==> src/rtl/timer_pkg.sv <==
// Shared types and register map for the dual-mode auto-reload timer.
// Assumes an 8-bit control register and byte-wide register access.
package timer_pkg;
    localparam int CTRL_W   = 8;
    localparam int A_CTRL   = 0;
    localparam int A_CNT_LO = 1;  // count byte gi sits at A_CNT_LO + gi
    localparam int A_RLD_LO = 3;  // reload byte gi sits at A_RLD_LO + gi
    localparam int NBYTES   = 2;

    typedef struct packed {
        logic ovf_hi;
        logic ovf_lo;
        logic lo_ie;
        logic cap_en;
        logic split;
        logic run;
        logic src_sel;
        logic alt_clk;
    } ctrl_t;
endpackage

==> src/rtl/tmr_tick_mux.sv <==
// Selects the count tick and the capture trigger from the three tick
// enables. Assumes all ticks are single-cycle, bus-clock synchronous.
module tmr_tick_mux (
    input  logic alt_clk,
    input  logic src_sel,
    input  logic cap_en,
    input  logic tick_sys12,
    input  logic tick_ext8,
    input  logic tick_rtc8,
    output logic cnt_tick,
    output logic cap_trig
);
    // Count source: the system tick, or one of the two slow ticks.
    always_comb begin
        if (alt_clk) cnt_tick = src_sel ? tick_rtc8 : tick_ext8;
        else         cnt_tick = tick_sys12;
    end

    // Capture source uses the opposite sense of the same select bit.
    always_comb begin
        cap_trig = cap_en & (src_sel ? tick_ext8 : tick_rtc8);
    end
endmodule

==> src/rtl/tmr_byte_ctr.sv <==
// One counter slice with reload-or-zero on wrap and a direct write port.
// A write wins over an increment in the same cycle. The wrap output is
// raised whenever an increment hits the all-ones value, even if a write
// replaces the result.
module tmr_byte_ctr #(
    parameter int W = 8
) (
    input  logic         clk,
    input  logic         rst_n,
    input  logic         inc,
    input  logic         load_on_wrap,
    input  logic [W-1:0] reload_val,
    input  logic         wr_en,
    input  logic [W-1:0] wr_data,
    output logic [W-1:0] value,
    output logic         at_max,
    output logic         wrap
);
    logic [W-1:0] val_q;

    assign at_max = (val_q == {W{1'b1}});
    assign wrap   = inc & at_max;
    assign value  = val_q;

    // Slice register: write, then increment with reload-or-zero on wrap.
    always_ff @(posedge clk) begin
        if (!rst_n)       val_q <= '0;
        else if (wr_en)   val_q <= wr_data;
        else if (inc) begin
            if (at_max)   val_q <= load_on_wrap ? reload_val : '0;
            else          val_q <= val_q + W'(1);
        end
    end
endmodule

==> src/rtl/dual_reload_timer.sv <==
// Dual-mode auto-reload timer: one 16-bit counter, or two independent
// counters of BYTE_W bits each, with sticky overflow flags, capture mode
// and a combined interrupt. Requires BYTE_W >= 8 so that the control byte
// fits on the bus. Reads are combinational.
module dual_reload_timer
    import timer_pkg::*;
#(
    parameter int BYTE_W = 8,
    parameter int ADDR_W = 3
) (
    input  logic              clk,
    input  logic              rst_n,
    input  logic              bus_wr,
    input  logic [ADDR_W-1:0] bus_addr,
    input  logic [BYTE_W-1:0] bus_wdata,
    output logic [BYTE_W-1:0] bus_rdata,
    input  logic              tick_sys12,
    input  logic              tick_ext8,
    input  logic              tick_rtc8,
    input  logic              irq_en,
    output logic              irq
);
    localparam int CNT_W = NBYTES * BYTE_W;

    ctrl_t              ctrl_q;
    logic [CNT_W-1:0]   cnt_q;
    logic [CNT_W-1:0]   rld_q;
    logic               cnt_tick;
    logic               cap_trig;
    logic               wr_ctrl;
    logic               b_inc  [NBYTES];
    logic               b_load [NBYTES];
    logic               b_max  [NBYTES];
    logic               b_wrap [NBYTES];
    logic [BYTE_W-1:0]  b_val  [NBYTES];
    logic [BYTE_W-1:0]  b_rld  [NBYTES];

    assign wr_ctrl = bus_wr && (bus_addr == ADDR_W'(A_CTRL));

    tmr_tick_mux u_mux (
        .alt_clk    (ctrl_q.alt_clk),
        .src_sel    (ctrl_q.src_sel),
        .cap_en     (ctrl_q.cap_en),
        .tick_sys12 (tick_sys12),
        .tick_ext8  (tick_ext8),
        .tick_rtc8  (tick_rtc8),
        .cnt_tick   (cnt_tick),
        .cap_trig   (cap_trig)
    );

    // Low slice: free-running in split mode, gated by run otherwise.
    assign b_inc[0]  = ctrl_q.split ? cnt_tick : (ctrl_q.run & cnt_tick);
    // High slice: own run-gated tick in split mode, carry in 16-bit mode.
    assign b_inc[1]  = ctrl_q.split ? (ctrl_q.run & cnt_tick) : b_wrap[0];
    // The low slice reloads only on a full-width wrap in 16-bit mode.
    assign b_load[0] = !ctrl_q.cap_en && (ctrl_q.split || b_max[1]);
    assign b_load[1] = !ctrl_q.cap_en;

    generate
        for (genvar gi = 0; gi < NBYTES; gi++) begin : g_byte
            logic wr_cnt;
            logic wr_rld;
            logic [BYTE_W-1:0] rld_r;

            assign wr_cnt = bus_wr && (bus_addr == ADDR_W'(A_CNT_LO + gi));
            assign wr_rld = bus_wr && (bus_addr == ADDR_W'(A_RLD_LO + gi));

            tmr_byte_ctr #(.W(BYTE_W)) u_ctr (
                .clk          (clk),
                .rst_n        (rst_n),
                .inc          (b_inc[gi]),
                .load_on_wrap (b_load[gi]),
                .reload_val   (rld_r),
                .wr_en        (wr_cnt),
                .wr_data      (bus_wdata),
                .value        (b_val[gi]),
                .at_max       (b_max[gi]),
                .wrap         (b_wrap[gi])
            );

            // Reload/capture byte: a software write wins over a capture.
            always_ff @(posedge clk) begin
                if (!rst_n)        rld_r <= '0;
                else if (wr_rld)   rld_r <= bus_wdata;
                else if (cap_trig) rld_r <= b_val[gi];
            end

            assign b_rld[gi] = rld_r;
            assign cnt_q[gi*BYTE_W +: BYTE_W] = b_val[gi];
            assign rld_q[gi*BYTE_W +: BYTE_W] = rld_r;
        end
    endgenerate

    // Control register: a write replaces everything, otherwise flags only set.
    always_ff @(posedge clk) begin
        if (!rst_n) begin
            ctrl_q <= '0;
        end else if (wr_ctrl) begin
            ctrl_q <= ctrl_t'(bus_wdata[CTRL_W-1:0]);
        end else begin
            if (b_wrap[1] || cap_trig) ctrl_q.ovf_hi <= 1'b1;
            if (b_wrap[0])             ctrl_q.ovf_lo <= 1'b1;
        end
    end

    // Combined interrupt request.
    always_comb begin
        irq = irq_en & (ctrl_q.ovf_hi | (ctrl_q.ovf_lo & ctrl_q.lo_ie));
    end

    // Read multiplexer; unmapped addresses return zero.
    always_comb begin
        case (int'(bus_addr))
            A_CTRL:       bus_rdata = BYTE_W'(ctrl_q);
            A_CNT_LO:     bus_rdata = b_val[0];
            A_CNT_LO + 1: bus_rdata = b_val[1];
            A_RLD_LO:     bus_rdata = b_rld[0];
            A_RLD_LO + 1: bus_rdata = b_rld[1];
            default:      bus_rdata = '0;
        endcase
    end
endmodule

==> config.mk <==
export PLATFORM = sky130hd
export DESIGN_NAME = dual_reload_timer
export DESIGN_NICKNAME = d
export VERILOG_FILES = /design/src/rtl/timer_pkg.sv /design/src/rtl/tmr_tick_mux.sv /design/src/rtl/tmr_byte_ctr.sv /design/src/rtl/dual_reload_timer.sv
export SDC_FILE = /design/constraint.sdc
export NUM_CORES = 1
export LEC_CHECK = 0
export ABC_AREA = 1
export BUFFER_PORTS_ARGS = -buffer_cell sky130_fd_sc_hd__buf_2
export CAP_MARGIN = 5
export CORE_ASPECT_RATIO = 1.25
export CORE_MARGIN = 8
export CORE_UTILIZATION = 55
export CTS_CLUSTER_DIAMETER = 30
export DETAILED_ROUTE_END_ITERATION = 8
export PLACE_DENSITY = 0.82
export SLEW_MARGIN = 10
export SYNTH_ARGS = -nofsm -noshare
export SYNTH_HDL_FRONTEND = slang
export SYNTH_SLANG_ARGS = --single-unit
==> constraint.sdc <==
create_clock -name clk -period 4.4 [get_ports clk]
set_input_delay 0.22 -clock clk [delete_from_list [all_inputs] [get_ports clk]]
set_output_delay 0.22 -clock clk [all_outputs]
set_load 0.02 [all_outputs]
== Word level (Yosys, flattened, before mapping) ==
Index checks and enable logic that the tools add are counted.

* Add/subtract/negate cells: 2
* Equality and inequality tests: 6
* Multiplexer cells: 21
* Bitwise gates (word level): 7
* Reductions and logical operators: 16

{| class="wikitable"
|+ Operators with widths
! cell !! number
|-
| 2-to-1 mux 8 bit || 12
|-
| case mux 8 bit (5 select lines) || 1
|-
| adder 8 x 1 -> 8 bit (second input constant) || 2
|-
| equality test 8 bit (second input constant) || 2
|-
| nonzero test 2 bit || 6
|-
| 2-to-1 mux 1 bit || 7
|-
| AND 1 bit || 6
|-
| equality test 3 x 2 -> 1 bit (second input constant) || 2
|-
| logical AND 1 bit || 6
|-
| equality test 3 x 1 -> 1 bit (second input constant) || 1
|-
| equality test 3 bit (second input constant) || 1
|-
| logical NOT 3 bit || 1
|-
| logical OR 1 bit || 2
|-
| 2-to-1 mux 2 bit || 1
|-
| logical NOT 1 bit || 1
|-
| bitwise OR 1 bit || 1
|}

* Register bits after elaboration: 40
* Bits of input ports: 18
* Output and inout bits: 9
* Logic and storage cells: 64

== Logic depth before layout (Yosys ltp) ==
Gate-level depths: netlist of run 1.

* Word-level depth: 10
* Gate-level depth with buffers: 11
* Gate-level depth less buffers: 11

== By module ==
From an unflattened synthesis of run 1, not the netlist that was laid out.

* Cells, all modules: 480
* Area, all modules: 2901.5 um2

{| class="wikitable"
|+ Modules (own cells, without submodules)
! module !! times used !! cells an instance !! area each (um2) !! sequential area each (um2)
|-
| dual_reload_timer || 1 || 264 || 1587.8 || 480.5
|-
| tmr_byte_ctr || 2 || 102 || 633.1 || 160.2
|-
| tmr_tick_mux || 1 || 12 || 47.5 || 0.0
|}

== Least setup slack after synthesis of run 1 ==
No wires, ideal clock.

* Path kind: register -> register
* Start point: register g_byte[0].u_ctr.val_q[0]
* End point: register g_byte[1].u_ctr.val_q[7]
* Setup time: 67 ps
* Arrival: 1375 ps
* Required time: 4333 ps
* Slack: 2958 ps
* Cell stages (with the launch flop): 11
* Buffers on the path: 1
* Clock period less this slack: 1442 ps
* Cell sequence: dfxtp_1 > ha_1 > nand2_1 > nor2_4 > nand2_4 > nand2_4 > nand3_4 > nand2_4 > buf_8 > nand3_2 > a21oi_2

* Cells in the longest elaborated chain, start to end: 4

{| class="wikitable"
|+ RTL lines
! element !! line !! source
|-
| start, declared || tmr_byte_ctr.sv:19 || <nowiki>logic [W-1:0] val_q;</nowiki>
|-
| start signal, assigned || tmr_byte_ctr.sv:28 || <nowiki>else if (wr_en) val_q <= wr_data;</nowiki>
|-
| start signal, assigned || tmr_byte_ctr.sv:30 || <nowiki>if (at_max) val_q <= load_on_wrap ? reload_val : '0;</nowiki>
|-
| start signal, assigned || tmr_byte_ctr.sv:31 || <nowiki>else val_q <= val_q + W'(1);</nowiki>
|-
| equality test 8 bit || tmr_byte_ctr.sv:21 || <nowiki>assign at_max = (val_q == {W{1'b1}});</nowiki>
|-
| AND 1 bit || tmr_byte_ctr.sv:22 || <nowiki>assign wrap = inc & at_max;</nowiki>
|-
| 2-to-1 mux 1 bit || dual_reload_timer.sv:54 || <nowiki>assign b_inc[1] = ctrl_q.split ? (ctrl_q.run & cnt_tick) : b_wrap[0];</nowiki>
|-
| nonzero test 2 bit (no line) || n/a ||
|-
| end signal, assigned || tmr_byte_ctr.sv:28 ||
|-
| end signal, assigned || tmr_byte_ctr.sv:30 ||
|-
| end signal, assigned || tmr_byte_ctr.sv:31 ||
|-
| end, declared || tmr_byte_ctr.sv:19 ||
|}

Every way passes these cells.
A chain may end at the register's enable or synchronous reset.

== Worst setup path after layout of run 1 ==
* Start point: input port bus_addr[1]
* End point: output port bus_rdata[4]

* Cells in the longest elaborated chain, start to end: 2
* Elaborated cells on any way between the ends: 6
* Those cells by class: eq/ne: 4; mux: 1; reduce/logical: 1

{| class="wikitable"
|+ RTL lines
! element !! line !! source
|-
| start, declared || dual_reload_timer.sv:14 || <nowiki>input logic [ADDR_W-1:0] bus_addr,</nowiki>
|-
| equality test 3 bit, or another cell as far along || dual_reload_timer.sv:113 || <nowiki>case (int'(bus_addr))</nowiki>
|-
| case mux 8 bit (5 select lines) * || dual_reload_timer.sv:113 ||
|-
| end, declared || dual_reload_timer.sv:16 || <nowiki>output logic [BYTE_W-1:0] bus_rdata,</nowiki>
|}

Every way passes the cells marked *; elsewhere a longest branch is shown, timed or not.

==> run summary, run 1 <==
===============================================================================================
Maximum clock insertion buffer count .............................................            2
Width of the die .................................................................     80.28 µm
Routed wire length per instance ..................................................     16.64 µm
Count of pins on the block boundary ..............................................           27
Number of optimization iterations in the first detailed-route pass ...............            6
Clock tree root driver cell ...................................................... sky130_fd_sc_hd__clkbuf_8
Residual DRC count ...............................................................            0
Final HPWL DP ....................................................................      6269 µm
Clock skew .......................................................................  0.008722 ns
Power density over the cells ..................................................... 250.5 nW/µm²
Clock sinks ......................................................................           40
Most frequent standard cell in the layout excluding fill and tap cells ........... sky130_fd_sc_hd__nand2_1
Starting utilization of the core area ............................................       0.5631
Mean area per synthesized cell ...................................................    6.683 µm²
Global-route total usage across every layer ......................................       0.2308
Number of buffers added on ports .................................................           26
Clock insertion delay at the later pin of the skew report ........................      0.30 ns
TritonCTS clock tree .............................................................         done
Ys Warns .........................................................................            0
Leftover overflow at the end of global routing ...................................            0
Endpoint required time on the critical path ......................................      4.18 ns
Total area of multi-input combinational cells ....................................     1747 µm²
Initial antenna violation count ..................................................            0
Synth Register Bits ..............................................................           40
Area of the core .................................................................     5044 µm²
Clock input transition at the sequential cells of the worst setup and hold paths .      0.09 ns
Number of post-CTS setup repair buffers ..........................................            0
Worst Hold Class ................................................................. input pin to register
Number of clock buffers inserted by TritonCTS ....................................            5
Routed via count divided by cell count ...........................................        5.745
Fillers ..........................................................................          490
Register area share after synthesis ..............................................       0.2819
Cell area after synthesis ........................................................     2840 µm²
Async set or reset register ratio after synthesis ................................            0
# H-tree levels ..................................................................            2
Crit path time final .............................................................     2.102 ns
Remaining antenna violation count ................................................            0
Detailed-route wire length .......................................................      8472 µm
Type of element capturing the critical path ...................................... primary output
Die span in y ....................................................................     96.35 µm
Wire length of the first global-routing pass .....................................     14070 µm
Final Setup Violations ...........................................................            0
Sequential standard cell area ....................................................    800.8 µm²
Outcome ..........................................................................    completed
Pin count of the biggest net entering global routing .............................           23
RSZ-0062 raised after global routing .............................................        false
Max-cap violations ...............................................................            0
Mapped Nets ......................................................................          445
Most frequent cells in the layout ................................................ sky130_fd_sc_hd__nand2_1 (113), sky130_fd_sc_hd__dfxtp_1 (40), sky130_fd_sc_hd__inv_1 (39)
Max Fclk .........................................................................    475.7 MHz
Slew at the pin closest to its max-slew limit ....................................     1.152 ns
Core Rows ........................................................................           29
Max-slew headroom at the worst pin ...............................................       0.2259
Power, Total .....................................................................     762.6 µW
Type of the worst setup path ..................................................... input pin to primary output
Layout-stage area growth over the synthesis result ...............................       7.181%
Nets@finish ......................................................................          466
Maximum vdd ir drop ..............................................................     138.8 µV
Number of inserted diodes ........................................................            0
Total of hold buffers inserted after clock tree synthesis ........................            0
Count of cell types in the netlist ...............................................           42
Initial detailed-routing violation count .........................................          215
Sum of negative setup slack ......................................................         0 ns
Leakage dissipation ..............................................................  0.001257 µW
Hold Violations, Final ...........................................................            0
Post-CTS resize count ............................................................            0
Vias after detailed routing ......................................................         2924
Post-synth EDFFs .................................................................            0
CP startpoint kind ...............................................................    input pin
Layout cell share with drive strength beyond 1 ...................................       0.2058
WP data arrival ..................................................................      1.88 ns
Die Footprint ....................................................................     7734 µm²
Final Wtd Congestion .............................................................       0.9865
Share of the core filled with cells in the final layout ..........................       0.6036
Critical path peak fanout ........................................................           11
Part of the cycle the worst path needs ...........................................       0.4777
Ys flop type ..................................................................... sky130_fd_sc_hd__dfxtp_1
Number of standard cells after synthesis .........................................          425
Max Transition Viols Final .......................................................            0
Via count of the first global-routing pass .......................................         2885
===============================================================================================
==> sequential cells by signal, indices dropped and copies added (netlist names) <==
name / count
g_byte.u_ctr.value: 16
ctrl_q: 8
g_byte.rld_r: 16
==> metal layers <==
| layer | part of all wire | GRT usage | vias to the layer above |
|---|---|---|---|
| li1 | - | - | 1444 |
| met1 | 0.41 | 0.2611 | 1342 |
| met2 | 0.50 | 0.4132 | 116 |
| met3 | 0.059 | 0.03832 | 22 |
| met4 | 0.028 | 0.1018 | 0 |
| met5 | 0 | 0 | - |
==> where the power goes <==
part	switching, µW	internal [µW]
clock	135	128
combinational	74.6	34.1
sequential	16.2	374
==> worst paths after layout <==
check,cells past startpoint,to,start,slack (ns)
max,7,bus_rdata[4],bus_addr[1],2.30
min,3,ctrl_q[5]$_SDFFE_PN0P_,bus_wdata[5],0.26
max reg2reg,5,g_byte[0].rld_r[1]$_SDFFE_PN0P_,ctrl_q[1]$_SDFFE_PN0P_,2.44
min reg2reg,2,g_byte[0].rld_r[1]$_SDFFE_PN0P_,g_byte[0].rld_r[1]$_SDFFE_PN0P_,0.49
==> cell type report <==
| class | instances | area share |
|---|---|---|
| multi-input cells | 321 | 0.5738 |
| flip-flops and latches | 40 | 0.2630 |
| inverters | 52 | 0.06535 |
| repair buffers | 26 | 0.04275 |
| clock buffers | 8 | 0.02959 |
| well taps | 62 | 0.02548 |
==> kinds of logic (layout without fill, tap and decap cells) <==
| kind of cell | after synthesis | after routing | share of synthesized area |
|---|---|---|---|
| DFF | 40 | 40 | 0.2819 |
| adders and majority gates | 2 | 2 | 0.008809 |
| xor gates and xnor gates | 6 | 6 | 0.01850 |
| buffers and inverters | 64 | 86 | 0.1031 |
| and+or+nand+nor | 197 | 197 | 0.3423 |
| AOI/OAI and AO/OA | 116 | 116 | 0.2454 |
==> synthesized netlist by cell type (2+ instances only) <==
master                      count  area [µm²]
sky130_fd_sc_hd__buf_6          4       45.04
sky130_fd_sc_hd__nand3_2        2       20.02
sky130_fd_sc_hd__o21ai_1       27       135.1
sky130_fd_sc_hd__dfxtp_1       40       800.8
sky130_fd_sc_hd__o21ai_2        7       61.31
sky130_fd_sc_hd__nor2_4         8       90.09
sky130_fd_sc_hd__xnor2_1        2       17.52
sky130_fd_sc_hd__nand4_1        3       18.77
sky130_fd_sc_hd__a22oi_1        4       30.03
sky130_fd_sc_hd__xor2_1         4       35.03
sky130_fd_sc_hd__clkbuf_1       3       11.26
sky130_fd_sc_hd__nand2_4        7       78.83
sky130_fd_sc_hd__ha_1           2       25.02
sky130_fd_sc_hd__nand3_1       26       130.1
sky130_fd_sc_hd__inv_2         11       41.29
sky130_fd_sc_hd__o21bai_1       5       37.54
sky130_fd_sc_hd__nor2_1        20       75.07
sky130_fd_sc_hd__o2111ai_1      4       35.03
sky130_fd_sc_hd__or2_2          2       12.51
sky130_fd_sc_hd__inv_1         39       146.4
sky130_fd_sc_hd__a21oi_1       33       165.2
sky130_fd_sc_hd__nand2_2        7       43.79
sky130_fd_sc_hd__nor3_1         2       10.01
sky130_fd_sc_hd__nor2_2         2       12.51
sky130_fd_sc_hd__o211ai_1       3       22.52
sky130_fd_sc_hd__a21oi_2        8       70.07
sky130_fd_sc_hd__buf_2          3       15.01
sky130_fd_sc_hd__nand2_1      113       424.2
sky130_fd_sc_hd__o21ai_0       21       105.1
==> metrics by stage <==
step / hold WS (ns) / cells / setup slack (ns) / cell area [µm²]
after floorplan: 0.3602 / 425 / 2.958 / 2840
after global placement: 0.4537 / 501 / 2.258 / 2954
after detailed placement: 0.4759 / 501 / 2.187 / 2954
after CTS: 0.2486 / 509 / 2.374 / 3044
after global routing: 0.2505 / 509 / 2.163 / 3044
final: 0.2562 / 509 / 2.298 / 3044
==> worst max-delay path, cell delays in order <==
cell	delay, ns
sky130_fd_sc_hd__buf_2	0.13
sky130_fd_sc_hd__nor3_1	0.92
sky130_fd_sc_hd__nand2_1	0.13
sky130_fd_sc_hd__nand2_1	0.13
sky130_fd_sc_hd__a21oi_1	0.04
sky130_fd_sc_hd__o211ai_1	0.10
sky130_fd_sc_hd__buf_2	0.21
(Power assumes the default switching activity.)
==> run 2, diff against run 1 <==
- ABC_AREA: 1 -> 0
- CORE_UTILIZATION: 55 -> 53
- PLACE_DENSITY: 0.82 -> 0.83
- clock period: 4.4 -> 1.83 ns (I/O delays scaled with it)
==> run summary, run 2 <==
===============================================================================================
Count of pins on the block boundary ..............................................           27   unchanged
Detailed-route wire length .......................................................      7980 µm   -5.8%
Mean area per synthesized cell ...................................................    7.611 µm²   +14%
Most frequent cells in the layout ................................................ sky130_fd_sc_hd__nand2_1 (51), sky130_fd_sc_hd__nand3_1 (49), sky130_fd_sc_hd__dfxtp_1 (38)
Clk pwr share ....................................................................        0.347   +0.002
Core Rows ........................................................................           29   unchanged
Worst Hold Class ................................................................. input pin to register
Endpoint required time on the critical path ......................................      2.00 ns   -2.18 ns
CP startpoint kind ...............................................................     register
Die Footprint ....................................................................     7530 µm²   -2.6%
TritonCTS clock tree .............................................................         done
Number of buffers added on ports .................................................           26   unchanged
Max-slew headroom at the worst pin ...............................................       0.7344   +0.5085
Die span in y ....................................................................     95.04 µm   -1.4%
Ys Warns .........................................................................            0   unchanged
Sum of negative setup slack ......................................................         0 ns   unchanged
Number of inserted diodes ........................................................            0   unchanged
Initial antenna violation count ..................................................            0   unchanged
Met1 WL ..........................................................................      3164 µm   -9.5%
Register area share after synthesis ..............................................       0.3023   +0.02038
Leftover overflow at the end of global routing ...................................            0   unchanged
Slew at the pin closest to its max-slew limit ....................................    0.3984 ns   -0.7539 ns
Clock sinks ......................................................................           40   unchanged
WP data arrival ..................................................................      1.91 ns   +0.03 ns
Pin count of the biggest net entering global routing .............................           24   +4.3%
Total of hold buffers inserted after clock tree synthesis ........................            0   unchanged
Width of the die .................................................................     79.23 µm   -1.3%
Switching fraction of total power ................................................       0.2696   -0.02642
Non-filler instance count after layout ...........................................          447   -12%
Number of optimization iterations in the first detailed-route pass ...............            5   -1
Mapped Nets ......................................................................          368   -17%
Clock tree root driver cell ...................................................... sky130_fd_sc_hd__clkbuf_8
Type of the worst setup path ..................................................... register to register
Vias after detailed routing ......................................................         2890   -1.2%
Register-to-Register Path Depth ..................................................            6   +1
Clock skew .......................................................................  0.006611 ns   -0.002111 ns
Setup Slack @ Placement ..........................................................   0.07424 ns   -2.113 ns
Part of the cycle the worst path needs ...........................................       0.9507
Global-route total usage across every layer ......................................       0.2163   -0.01448
Residual DRC count ...............................................................            0   unchanged
Logic gate share of total power ..................................................        0.148   +0.005
Total placed cells including tap cells ...........................................          440   -12%
Outcome ..........................................................................    completed
Layout-stage area growth over the synthesis result ...............................       16.15%
Top cells by area in the synthesized netlist ..................................... sky130_fd_sc_hd__dfxtp_1 (30%), sky130_fd_sc_hd__nand3_1 (9.3%), sky130_fd_sc_hd__nand2_1 (7.2%), sky130_fd_sc_hd__mux2i_1 (6.0%), sky130_fd_sc_hd__o211a_1 (6.0%)
Crit path max-delay cell type .................................................... sky130_fd_sc_hd__dfxtp_1
Number of clock buffers inserted by TritonCTS ....................................            5   unchanged
Power density over the cells ..................................................... 598.6 nW/µm²   +140%
Clock insertion delay at the later pin of the skew report ........................      0.29 ns   about the same
Synth Register Bits ..............................................................           40   unchanged
Routed wire length per instance ..................................................     17.85 µm   +7.3%
Maximum clock insertion buffer count .............................................            2   unchanged
Max-cap violations ...............................................................            0   unchanged
Worst R2R Start .................................................................. g_byte[1].u_ctr.value[0]$_SDFFE_PN0P_
Capture point of the worst reg-to-reg path ....................................... g_byte[1].u_ctr.value[5]$_SDFFE_PN0P_
Power dissipated by switching net loads ..........................................     496.5 µW   +120%
Most frequent standard cell in the layout excluding fill and tap cells ........... sky130_fd_sc_hd__nand2_1
Fillers ..........................................................................          467   -4.7%
R2r setup slk ....................................................................      0.09 ns   -2.35 ns
Starting utilization of the core area ............................................       0.5368   -0.02637
Final HPWL DP ....................................................................      5876 µm   -6.3%
Ys flop type ..................................................................... sky130_fd_sc_hd__dfxtp_1
Capture point of the critical path ............................................... g_byte[1].u_ctr.value[5]$_SDFFE_PN0P_
Leakage dissipation ..............................................................  0.001317 µW   +4.7%
Final Setup Violations ...........................................................            0   unchanged
Type of element capturing the critical path ......................................     register
Initial detailed-routing violation count .........................................          271   +26%
Cells along the critical path .................................................... ha_2 > and4_4 > nand2_1 > mux2_4 > a2111oi_4 > nor3_1
Detailed route wirelength on metal2 ..............................................      4183 µm   -1.2%
Count of cell types in the netlist ...............................................           50   +19%
Clock input transition at the sequential cells of the worst setup and hold paths .      0.08 ns   about the same
Async set or reset register ratio after synthesis ................................            0   unchanged
Area share of the leading cell type in the synthesized netlist ...................       0.3023   +0.02038
Routed via count divided by cell count ...........................................        6.465   +13%
Worst setup margin ...............................................................   0.09022 ns   -2.208 ns
Remaining antenna violation count ................................................            0   unchanged
Via count of the first global-routing pass .......................................         2798   -3.0%
RSZ-0062 raised after global routing .............................................        false
Max Transition Viols Final .......................................................            0   unchanged
Proportion of power drawn by flip-flops and latches ..............................        0.505   -0.007
Max stage delay on crit path .....................................................      0.34 ns   -0.58 ns
Number of standard cells after synthesis .........................................          348   -18%
Crit path time final .............................................................     1.740 ns
Uppermost routed layer ...........................................................         met4
Post-synth EDFFs .................................................................            0   unchanged
Dominant cell by count in the synthesized netlist ................................ sky130_fd_sc_hd__nand2_1
Maximum vdd ir drop ..............................................................     502.4 µV   +260%
Cell area after synthesis ........................................................     2649 µm²   -6.7%
Wire length of the first global-routing pass .....................................     13120 µm   -6.8%
Cell internal pwr ................................................................      1345 µW   +150%
Max Fclk .........................................................................    574.8 MHz
Hold Violations, Final ...........................................................            0   unchanged
# H-tree levels ..................................................................            2   unchanged
Startpoint of the worst setup timing path ........................................ g_byte[1].u_ctr.value[0]$_SDFFE_PN0P_
Layout cell share with drive strength beyond 1 ...................................       0.2104   +0.004573
Nets@finish ......................................................................          405   -13%
Critical path peak fanout ........................................................            5   -6
Most frequent cells after synthesis .............................................. sky130_fd_sc_hd__nand2_1 (51), sky130_fd_sc_hd__nand3_1 (49), sky130_fd_sc_hd__dfxtp_1 (40)
Routed length on met3 ............................................................       339 µm   -33%
Post-synth top area cell ......................................................... sky130_fd_sc_hd__dfxtp_1
Area of the core .................................................................     4935 µm²   -2.2%
Final Wtd Congestion .............................................................       0.9651   -2.2%
===============================================================================================
## run 2: how the worst min path moves through the flow
stage,cells past startpoint,slack (ns),start,end
global placement,3,0.40,bus_wdata[2],ctrl_q[2]$_SDFFE_PN0P_
CTS,3,0.10,bus_wdata[2],ctrl_q[2]$_SDFFE_PN0P_
finish,3,0.10,bus_wdata[1],g_byte[1].u_ctr.value[1]$_SDFFE_PN0P_
floorplan,2,0.22,bus_wdata[0],g_byte[1].u_ctr.value[0]$_SDFFE_PN0P_
detailed placement,3,0.41,bus_wdata[2],ctrl_q[2]$_SDFFE_PN0P_
global route,3,0.11,bus_wdata[1],g_byte[1].u_ctr.value[1]$_SDFFE_PN0P_
## run 2: stage by stage
step | instance area [µm²] | util | hold WS, ns | power (µW)
2_1_floorplan | 2649 | - | 0.2239 | 1106
5_1_grt | 3077 | 0.6235 | 0.1139 | 1913
3_5_place_dp | 2960 | 0.5999 | 0.4144 | 1214
4_1_cts | 3057 | 0.6194 | 0.1003 | 1851
3_3_place_gp | 2960 | 0.5999 | 0.3979 | 1207
6_report | 3077 | 0.6235 | 0.1046 | 1842
## run 2: logic make-up after synthesis
group | Yosys count | synth area share
adders and majority gates | 2 | 0.009446
AOI/OAI and AO/OA | 93 | 0.2447
DFF | 40 | 0.3023
and+or+nand+nor | 159 | 0.2952
xor gates and xnor gates | 5 | 0.01654
muxes | 19 | 0.07888
buffers and inverters | 30 | 0.05290
## run 2: area by class of cell
class	count	area, µm²	area share
clock buffers	7	96.34	0.03131
inverters	3	11.26	0.003660
multi-input cells	278	1725	0.5608
flip-flops and latches	40	803.3	0.2611
well taps	62	77.57	0.02521
repair buffers	57	362.8	0.1179
## run 2: repair_timing
item | 4_1_cts | 5_1_grt
resized for setup | 0 | 5
endpoints found under the setup margin | 0 | 3
buffers inserted | 0 | 0
## run 2: metal layers
layer | vias up | track usage
li1 | 1348 | -
met1 | 1387 | 0.2380
met2 | 122 | 0.3919
met3 | 33 | 0.03208
met4 | 0 | 0.1130
met5 | - | 0
## run 2: critical path, delay by kind of cell, from the launching register on
kind            cells  cell delay (ns)
simple gates        3             0.42
mux                 1             0.32
compound gates      1             0.33
fa+ha+maj           1             0.21
flops               1             0.34
## run 2: power groups by stage
| stage | Combinational [µW] | Clock [µW] | Sequential (µW) |
|---|---|---|---|
| after detailed placement | 265 | 0 | 949 |
| final | 272 | 639 | 930 |
| after global placement | 259 | 0 | 948 |
| after CTS | 267 | 655 | 928 |
| after global routing | 296 | 684 | 933 |
| after floorplan | 167 | 0 | 940 |
